`src/rtl/svid_rx_pkg.sv`:
```
package svid_rx_pkg;
  localparam int VID_W     = 7;
  localparam int BYTE_W    = VID_W + 1;
  localparam int N_SECT    = 2;
  localparam int SECT_CORE = 0;
  localparam int SECT_NB   = 1;
  localparam logic [2:0] ADDR_PREFIX = 3'b110;

  typedef enum logic [2:0] {
    ST_IDLE,
    ST_ADDR,
    ST_ADDR_ACK,
    ST_DATA,
    ST_DATA_ACK
  } rx_state_e;
endpackage

```
`src/rtl/svid_line_sync.sv`:
```
module svid_line_sync #(
  parameter int STAGES = 2
) (
  input  logic clk,
  input  logic rst_n,
  input  logic line_i,
  output logic level_o,
  output logic rise_o,
  output logic fall_o
);
  logic [STAGES-1:0] pipe_q;
  logic              prev_q;

  always_ff @(posedge clk or negedge rst_n) begin
    if (!rst_n) begin
      pipe_q <= '1;
      prev_q <= 1'b1;
    end else begin
      pipe_q <= {pipe_q[STAGES-2:0], line_i};
      prev_q <= pipe_q[STAGES-1];
    end
  end

  assign level_o = pipe_q[STAGES-1];
  assign rise_o  = pipe_q[STAGES-1] & ~prev_q;
  assign fall_o  = ~pipe_q[STAGES-1] & prev_q;
endmodule

```
`src/rtl/svid_bit_engine.sv`:
```
module svid_bit_engine
  import svid_rx_pkg::*;
(
  input  logic              clk,
  input  logic              rst_n,
  input  logic              scl_lvl_i,
  input  logic              scl_rise_i,
  input  logic              scl_fall_i,
  input  logic              sda_lvl_i,
  input  logic              sda_rise_i,
  input  logic              sda_fall_i,
  output logic              pull_o,
  output logic [BYTE_W-1:0] byte_o,
  output logic [N_SECT-1:0] load_o
);
  localparam int CNT_W = $clog2(BYTE_W + 1);
  localparam logic [CNT_W-1:0] FULL = CNT_W'(BYTE_W);

  rx_state_e         state_q;
  logic [CNT_W-1:0]  cnt_q;
  logic [BYTE_W-1:0] shreg_q;
  logic [N_SECT-1:0] sel_q;
  logic              pull_q;
  logic [N_SECT-1:0] load_q;

  logic start_det, stop_det, addr_hit, shift_en;

  assign start_det = scl_lvl_i & sda_fall_i;
  assign stop_det  = scl_lvl_i & sda_rise_i;
  assign addr_hit  = (shreg_q[BYTE_W-1 -: 3] == ADDR_PREFIX) && !shreg_q[0];
  assign shift_en  = scl_rise_i && (cnt_q < FULL) &&
                     (state_q == ST_ADDR || state_q == ST_DATA);

  always_ff @(posedge clk or negedge rst_n) begin
    if (!rst_n) begin
      state_q <= ST_IDLE;
      cnt_q   <= '0;
      shreg_q <= '0;
      sel_q   <= '0;
      pull_q  <= 1'b0;
      load_q  <= '0;
    end else begin
      load_q <= '0;
      if (start_det) begin
        state_q <= ST_ADDR;
        cnt_q   <= '0;
        pull_q  <= 1'b0;
      end else if (stop_det) begin
        state_q <= ST_IDLE;
        cnt_q   <= '0;
        pull_q  <= 1'b0;
      end else if (shift_en) begin
        shreg_q <= {shreg_q[BYTE_W-2:0], sda_lvl_i};
        cnt_q   <= cnt_q + 1'b1;
      end else if (scl_fall_i) begin
        unique case (state_q)
          ST_ADDR: if (cnt_q == FULL) begin
            if (addr_hit) begin
              sel_q[SECT_CORE] <= shreg_q[2];
              sel_q[SECT_NB]   <= shreg_q[1];
              pull_q  <= 1'b1;
              state_q <= ST_ADDR_ACK;
            end else begin
              state_q <= ST_IDLE;
            end
          end
          ST_ADDR_ACK: begin
            pull_q  <= 1'b0;
            cnt_q   <= '0;
            state_q <= ST_DATA;
          end
          ST_DATA: if (cnt_q == FULL) begin
            pull_q  <= 1'b1;
            state_q <= ST_DATA_ACK;
          end
          ST_DATA_ACK: begin
            pull_q  <= 1'b0;
            load_q  <= sel_q;
            state_q <= ST_IDLE;
          end
          default: ;
        endcase
      end
    end
  end

  assign pull_o = pull_q;
  assign byte_o = shreg_q;
  assign load_o = load_q;

  p_start_fresh_r9: assert property (@(posedge clk) disable iff (!rst_n)
    start_det |=> (state_q == ST_ADDR && cnt_q == '0 && !pull_q));
  p_stop_idle_r9: assert property (@(posedge clk) disable iff (!rst_n)
    stop_det |=> (state_q == ST_IDLE && load_q == '0));
  p_pull_in_ack_r7: assert property (@(posedge clk) disable iff (!rst_n)
    pull_q |-> (state_q == ST_ADDR_ACK || state_q == ST_DATA_ACK));
  p_ack_prefix_r2: assert property (@(posedge clk) disable iff (!rst_n)
    (state_q == ST_ADDR_ACK) |-> (shreg_q[BYTE_W-1 -: 3] == ADDR_PREFIX && !shreg_q[0]));
  p_load_after_dack_r8: assert property (@(posedge clk) disable iff (!rst_n)
    (load_q != '0) |-> ($past(state_q) == ST_DATA_ACK && state_q == ST_IDLE));
  p_cnt_range_r6: assert property (@(posedge clk) disable iff (!rst_n)
    cnt_q <= FULL);
endmodule

```
`src/rtl/svid_rail_reg.sv`:
```
module svid_rail_reg #(
  parameter int VW = 7
) (
  input  logic        clk,
  input  logic        rst_n,
  input  logic        load_i,
  input  logic [VW:0] byte_i,
  output logic [VW-1:0] vid_o,
  output logic        psave_n_o,
  output logic        upd_o
);
  logic [VW-1:0] vid_q;
  logic          psn_q;
  logic          upd_q;

  always_ff @(posedge clk or negedge rst_n) begin
    if (!rst_n) begin
      vid_q <= '0;
      psn_q <= 1'b1;
      upd_q <= 1'b0;
    end else begin
      upd_q <= load_i;
      if (load_i) begin
        vid_q <= byte_i[VW-1:0];
        psn_q <= byte_i[VW];
      end
    end
  end

  assign vid_o     = vid_q;
  assign psave_n_o = psn_q;
  assign upd_o     = upd_q;

  p_upd_single_r8: assert property (@(posedge clk) disable iff (!rst_n)
    upd_q |=> !upd_q);
  p_hold_r10: assert property (@(posedge clk) disable iff (!rst_n)
    !load_i |=> ($stable(vid_q) && $stable(psn_q) && !upd_q));
endmodule

```
`src/rtl/svid_cmd_rx.sv`:
```
module svid_cmd_rx
  import svid_rx_pkg::*;
#(
  parameter int SYNC_STAGES = 2
) (
  input  logic             clk,
  input  logic             rst_n,
  input  logic             scl_i,
  input  logic             sda_i,
  output logic             sda_pull_o,
  output logic [VID_W-1:0] core_vid_o,
  output logic             core_psave_n_o,
  output logic             core_update_o,
  output logic [VID_W-1:0] nb_vid_o,
  output logic             nb_psave_n_o,
  output logic             nb_update_o
);
  logic scl_lvl, scl_rise, scl_fall;
  logic sda_lvl, sda_rise, sda_fall;
  logic [BYTE_W-1:0] rx_byte;
  logic [N_SECT-1:0] load;
  logic [VID_W-1:0]  vid_arr [N_SECT];
  logic [N_SECT-1:0] psn_arr;
  logic [N_SECT-1:0] upd_arr;

  svid_line_sync #(.STAGES(SYNC_STAGES)) u_scl_sync (
    .clk(clk), .rst_n(rst_n), .line_i(scl_i),
    .level_o(scl_lvl), .rise_o(scl_rise), .fall_o(scl_fall));

  svid_line_sync #(.STAGES(SYNC_STAGES)) u_sda_sync (
    .clk(clk), .rst_n(rst_n), .line_i(sda_i),
    .level_o(sda_lvl), .rise_o(sda_rise), .fall_o(sda_fall));

  svid_bit_engine u_engine (
    .clk(clk), .rst_n(rst_n),
    .scl_lvl_i(scl_lvl), .scl_rise_i(scl_rise), .scl_fall_i(scl_fall),
    .sda_lvl_i(sda_lvl), .sda_rise_i(sda_rise), .sda_fall_i(sda_fall),
    .pull_o(sda_pull_o), .byte_o(rx_byte), .load_o(load));

  for (genvar s = 0; s < N_SECT; s++) begin : g_rail
    svid_rail_reg #(.VW(VID_W)) u_rail (
      .clk(clk), .rst_n(rst_n), .load_i(load[s]), .byte_i(rx_byte),
      .vid_o(vid_arr[s]), .psave_n_o(psn_arr[s]), .upd_o(upd_arr[s]));
  end

  assign core_vid_o     = vid_arr[SECT_CORE];
  assign core_psave_n_o = psn_arr[SECT_CORE];
  assign core_update_o  = upd_arr[SECT_CORE];
  assign nb_vid_o       = vid_arr[SECT_NB];
  assign nb_psave_n_o   = psn_arr[SECT_NB];
  assign nb_update_o    = upd_arr[SECT_NB];

  p_no_pull_with_update_r7: assert property (@(posedge clk) disable iff (!rst_n)
    (core_update_o || nb_update_o) |-> !sda_pull_o);
  p_same_data_both_r5: assert property (@(posedge clk) disable iff (!rst_n)
    (core_update_o && nb_update_o) |-> (core_vid_o == nb_vid_o && core_psave_n_o == nb_psave_n_o));
endmodule

```
`config.mk`:
```
export PLATFORM = sky130hd
export DESIGN_NAME = svid_cmd_rx
export DESIGN_NICKNAME = d
export VERILOG_FILES = /design/src/rtl/svid_rx_pkg.sv /design/src/rtl/svid_line_sync.sv /design/src/rtl/svid_bit_engine.sv /design/src/rtl/svid_rail_reg.sv /design/src/rtl/svid_cmd_rx.sv
export SDC_FILE = /design/constraint.sdc
export NUM_CORES = 1
export LEC_CHECK = 0
export BUFFER_PORTS_ARGS = -buffer_cell sky130_fd_sc_hd__buf_2
export CAP_MARGIN = 20
export CORE_MARGIN = 5
export CORE_UTILIZATION = 61
export DETAILED_ROUTE_END_ITERATION = 8
export PLACE_DENSITY = 0.87
export SYNTH_ARGS = -nofsm -noshare
export SYNTH_HDL_FRONTEND = slang
export SYNTH_HIERARCHICAL = 1
export SYNTH_SLANG_ARGS = --single-unit
```
`constraint.sdc`:
```
create_clock -name clk -period 3 [get_ports clk]
set_clock_uncertainty 0.15 [all_clocks]
set_input_delay 0.6 -clock clk [delete_from_list [all_inputs] [get_ports clk]]
set_output_delay 0.6 -clock clk [all_outputs]
set_load 0.02 [all_outputs]
```
* Yosys cells after proc, flatten, opt, wreduce, memory -nomap -nowiden *
Cells that the tools add are included.

storage, ports and cells
  register bits = 44
  bits of input ports = 4
  output and inout bits = 19
  word-level logic and storage cells = 83

operators by class
  $add $sub $neg = 1
  magnitude comparators = 1
  eq/ne operators = 10
  mux-type cells = 26
  bitwise gates (word level) = 13
  reduce and logical (&&, ||, !) cells = 16

operators with widths
  cell                                                                   number
  4-bit 2-to-1 mux                                                       5
  3-bit 2-to-1 mux                                                       6
  2-bit 2-to-1 mux                                                       6
  3-bit one-hot mux with 4 select lines                                  1
  4-bit by 2-bit != test with 1-bit output, second input constant        2
  4-bit nonzero test                                                     2
  1-bit 2-to-1 mux                                                       7
  1-bit NOT                                                              7
  7-bit AND reduction                                                    1
  1-bit AND                                                              6
  3-bit by 2-bit equality test with 1-bit output, second input constant  2
  3-bit equality test, second input constant                             2
  6-bit AND reduction                                                    1
  6-bit nonzero test                                                     1
  5-bit AND reduction                                                    1
  5-bit nonzero test                                                     1
  4-bit by 1-bit adder with 4-bit output, second input constant          1
  4-bit equality test, second input constant                             1
  4-bit less-than comparator, second input constant                      1
  4-bit by 1-bit != test with 1-bit output, second input constant        1
  3-bit by 1-bit equality test with 1-bit output, second input constant  1
  1-bit logical AND                                                      3
  3-bit by 1-bit != test with 1-bit output, second input constant        1
  1-bit one-hot mux with 3 select lines                                  1
  other kinds (6)                                                        6

* Longest topological paths before layout *
  depth in word-level cells = 9
  gate-level depth with buffers = 6
  gate-level depth less buffers = 6

* By module *
The synthesis kept the hierarchy.

modules (own cells, without submodules)
  module           instances  cells each  area an instance (sq um)  seq. area each (sq um)
  svid_bit_engine  1          88          1046.0                    500.5
  svid_rail_reg    2          18          357.8                     226.5
  svid_line_sync   2          5           93.8                      78.8

* Least setup slack after synthesis *
Ideal clock, no wire load.

  path type = register -> register
  start = reg u_sda_sync.pipe_q[1]
  end = reg u_engine.shreg_q[0] (netlist: u_engine/byte_o[0])
  setup time = 0.125 ns
  data arrival time = 1.669 ns
  required time = 2.725 ns
  path slack = 1.056 ns
  cell stages (with the launch flop) = 7
  path buffers = 2
  period minus slack after synthesis = 1.944 ns
  cells stage by stage = dfstp_2 -> and2b_2 -> o21a_1 -> clkbuf_1 -> nand2b_2 -> buf_6 -> mux2_4

between the ends
  word-level cells in the longest chain between the ends = 5
  elaborated cells on any way between the ends = 8
  those cells by class = bitwise (7); reduce/logical (1)

RTL lines
  item                                  RTL line               text
  from (decl)                           svid_line_sync.sv:11   logic [STAGES-1:0] pipe_q;
  from (signal assigned)                svid_line_sync.sv:19   pipe_q <= {pipe_q[STAGES-2:0], line_i};
  1-bit NOT                             svid_line_sync.sv:26   assign fall_o = ~pipe_q[STAGES-1] & prev_q;
  1-bit AND                             svid_line_sync.sv:26
  via sda_fall                          svid_cmd_rx.sv:19      logic sda_lvl, sda_rise, sda_fall;
  1-bit AND                             svid_bit_engine.sv:28  assign start_det = scl_lvl_i & sda_fall_i;
  1-bit NOT (no source line)            n/a
  3-bit AND reduction (no source line)  n/a
  to (signal assigned)                  svid_bit_engine.sv:53  shreg_q <= {shreg_q[BYTE_W-2:0], sda_lvl_i};
  to (decl)                             svid_bit_engine.sv:21  logic [BYTE_W-1:0] shreg_q;

The timed path passes the listed nets, and every way through them passes these cells.
A chain may end at the register's enable or synchronous reset.

* Worst setup path after layout *
  start = reg u_sda_sync.pipe_q[1]
  end = reg u_engine.shreg_q[0] (netlist: u_engine/byte_o[0])

between the ends
  elaborated cells on any way between the ends = 8
  those cells by class = bitwise (7); reduce/logical (1)

RTL lines
  item                                  RTL line               text
  1-bit AND                             svid_line_sync.sv:25   assign rise_o = pipe_q[STAGES-1] & ~prev_q;
  via sda_rise                          svid_cmd_rx.sv:19
  1-bit AND                             svid_bit_engine.sv:29  assign stop_det = scl_lvl_i & sda_rise_i;
  1-bit NOT (no source line)            n/a
  3-bit AND reduction (no source line)  n/a

The timed path passes the listed nets, and every way through them passes these cells.

==> key figures <==
GRT
  • Total global-route track usage: 17.4%
  • Total gr overflow: 0
  • Vias in the first global route: 1115
  • Initial antenna violation count: 0
  • First-pass GRT wire length: 5580 um
  • Largest net degree at the start of global routing: 45

Synthesis
  • Top cells by area, synth: dfrtp_1 46%, mux2_4 18%, dfstp_2 11%, buf_6 2.3%, nand3b_1 1.9%
  • Main combinational cell family by area after synthesis: multiplexers
  • Mapped Avg Cell Area: 14.5 um2
  • Post-synth EDFFs: 0
  • Sequential share of the synthesized area: 57.0%
  • Dominant cell type by area after synthesis: dfrtp_1
  • FFs w/ async S/R, synth: 100%
  • Main flop type after synthesis: dfrtp_1
  • Compound-cell area share of the yosys netlist: 6.16%
  • Cell Area, Synth: 1950 um2
  • Count of cell types in the netlist: 37
  • Syn Nets: 140
  • Post-Synth Adder-Cell Area: 1.28%
  • Syn. warnings: 6
  • Xor/xnor share of the synthesized area: 0.449%
  • Post-synthesis mux area share: 19.6%
  • Flops & latches, synth: 44
  • Synthesized-area fraction occupied by and/or/nand/nor cells: 11.8%
  • Top-area cell type share of the netlist area: 46.2%
  • Syn Inst Count: 134

Critical path
  • Setup CP Type: register to register
  • Max incr delay on CP: 0.56 ns
  • Critical path fanouts, max: 9
  • Critical Path AT: 2.18 ns
  • Worst setup path start: u_sda_sync/pipe_q[1]
  • Crit path required time: 3.09 ns
  • Worst path bufs/invs: 0
  • Worst r2r src: u_sda_sync/pipe_q[1]
  • Critical path's top delay family: simple AND/OR/NAND/NOR gates
  • Slowest CP cell: dfstp_2
  • CP Launch Type: register
  • Crit. End Element: register
  • Crit-path cells: nor2b_1 -> o21a_1 -> nand2b_2 -> mux2_4

Cells and area
  • Register area: 1110 um2
  • N_diodes: 0
  • Final Non-Filler Cells: 201
  • Final nets: 162
  • Area Growth Syn to Fin: 9.24%
  • Commonest non-fill, non-tap cell in the layout: dfrtp_1
  • Fillers: 208
  • Multi-input combinational cell area: 767 um2
  • Layout cell share with drive strength beyond 1: 42.7%
  • Fin util: 69.8%
  • Commonest cells after routing, fill and taps aside: 36 x dfrtp_1, 24 x mux2_4, 22 x buf_2, 8 x dfstp_2
  • Finished Cell Area: 2130 um2

Placed design
  • HPWL after DPL: 2310 um
  • Placed cells: 193
  • Routability cong.: 0.779
  • Post-Place Setup Slack: 0.947 ns
  • IO buf count: 22
  • Placed cell areas: 2050 um2

Timing
  • Final setup vio count: 0
  • Worst-Margin Slew: 0.932 ns
  • RSZ-0062 raised after global routing: false
  • Endpoints failing hold: 0
  • Total negative setup slack: 0 ns
  • Pins Over Slew Limit: 0
  • Worst slew margin: 37.8%
  • Maximum clock rate: 479 MHz
  • Hold WS: 0.189 ns
  • Period utilisation layout: 69.6%
  • Final Worst Setup Slack: 0.913 ns
  • Tmin final: 2.09 ns

Floorplanning
  • Die area: 4430 um2
  • Die width: 66.5 um
  • Die Y: 66.5 um
  • Core ar.: 3050 um2
  • Num rows: 20
  • I/O pin total: 23
  • Initial core utilization: 63.9%

Power and ir drop
  • Pwr Total: 1.22 mW
  • P per Cell Area: 571 nW/um2
  • Maximum VDD drop: 0.342 mV
  • Static Leak: 1.06 nW

CTS
  • Post_cts resized: 0
  • Max clock buf depth: 2
  • Post-CTS Setup Inserts: 0
  • Number of H-tree levels: 2
  • Worst-path clk slew: 0.11 ns
  • Worst-Skew Late Latency: 0.36 ns
  • CTS Hold Bufs: 0
  • Num CTS Buffers: 5
  • CTS tree: built
  • CTS Root Cell: clkbuf_4
  • CTS Sinks: 44

Flow run
  • Max-cap violations: 0

Drt
  • DR vias/cell: 5.61
  • Post-Route WL: 3370 um
  • Via count: 1128
  • DR iter-0 viols: 69
  • Wirelength per Cell: 16.8 um
  • Post-route antenna net violation count: 0
  • First drt pass iteration count: 4
  • Number of remaining DRC errors: 0

Hold path
  • Hold_sp: scl_i
  • Hold WC Path Type: primary input to register

Run status
  • Status: finished, final reports clean
-- final timing paths --
kind	endpoint	slack, ns	cells after the start
max	u_engine/byte_o[0]	0.91	4
min	u_scl_sync/pipe_q[0]	0.19	1
max reg2reg	u_engine/byte_o[0]	0.91	4
min reg2reg	u_sda_sync/pipe_q[1]	0.22	0
max in group asynchronous	u_engine/byte_o[0]	1.90	1
min in group asynchronous	u_engine/byte_o[5]	0.22	1
-- flip-flops by register name (all words and copies together), names as in the netlist, 2 cells and up --
register	cells
g_rail.u_rail/vid_o	14
u_engine/byte_o	8
u_engine/cnt_q	4
u_engine/state_q	3
g_rail.u_rail/psave_n_o	2
g_rail.u_rail/upd_o	2
u_engine/load_o	2
u_engine/sel_q	2
u_scl_sync/pipe_q	2
u_sda_sync/pipe_q	2
-- synth_stat cells, types with 2 or more instances --
master / number
a21o_1: 2
a21oi_1: 6
and2b_2: 2
and4_1: 2
buf_6: 4
clkbuf_1: 2
dfrtp_1: 36
dfstp_2: 8
ha_1: 2
inv_1: 3
mux2_2: 2
mux2_4: 24
nand2b_1: 2
nand3b_1: 5
nor2_1: 6
nor2b_1: 3
nor3_1: 2
o21a_1: 2
o21ai_0: 3
-- worst register-to-register path, cell delays in order, from the launching register on --
cell	delay, ns
dfstp_2	0.56
nor2b_1	0.19
o21a_1	0.36
nand2b_2	0.39
mux2_4	0.33
-- area by class of cell --
type | count | share of cell area, %
clock buffer | 7 | 2.12
clock inverter | 1 | 1.41
inverter | 3 | 0.529
multi-input combinational | 80 | 36.0
sequential | 44 | 52.2
tap | 44 | 2.59
timing repair buffer | 22 | 5.17
-- where the power goes --
part | internal, mW | switching, mW
Clock | 0.177 | 0.175
Sequential | 0.650 | 0.0737
Combinational | 0.0874 | 0.0531
-- cell families (layout without fill, tap and decap cells) --
logic type,count (synthesis),count (layout)
AOI/OAI and AO/OA,19,19
xor gates and xnor gates,1,1
adders and majority gates,2,2
buffers and inverters,10,33
DFF,44,44
muxes,26,26
and+or+nand+nor,32,32
-- layer usage --
layer  GRT usage, %  part of all wire [%]  vias up
li1               -                     -      516
met1           21.6                    44      553
met2           27.6                    47       50
met3           4.72                   6.2        9
met4           9.14                   2.5        0
met5              0                     0        -
No activity file was read; power rests on OpenSTA's default activity.
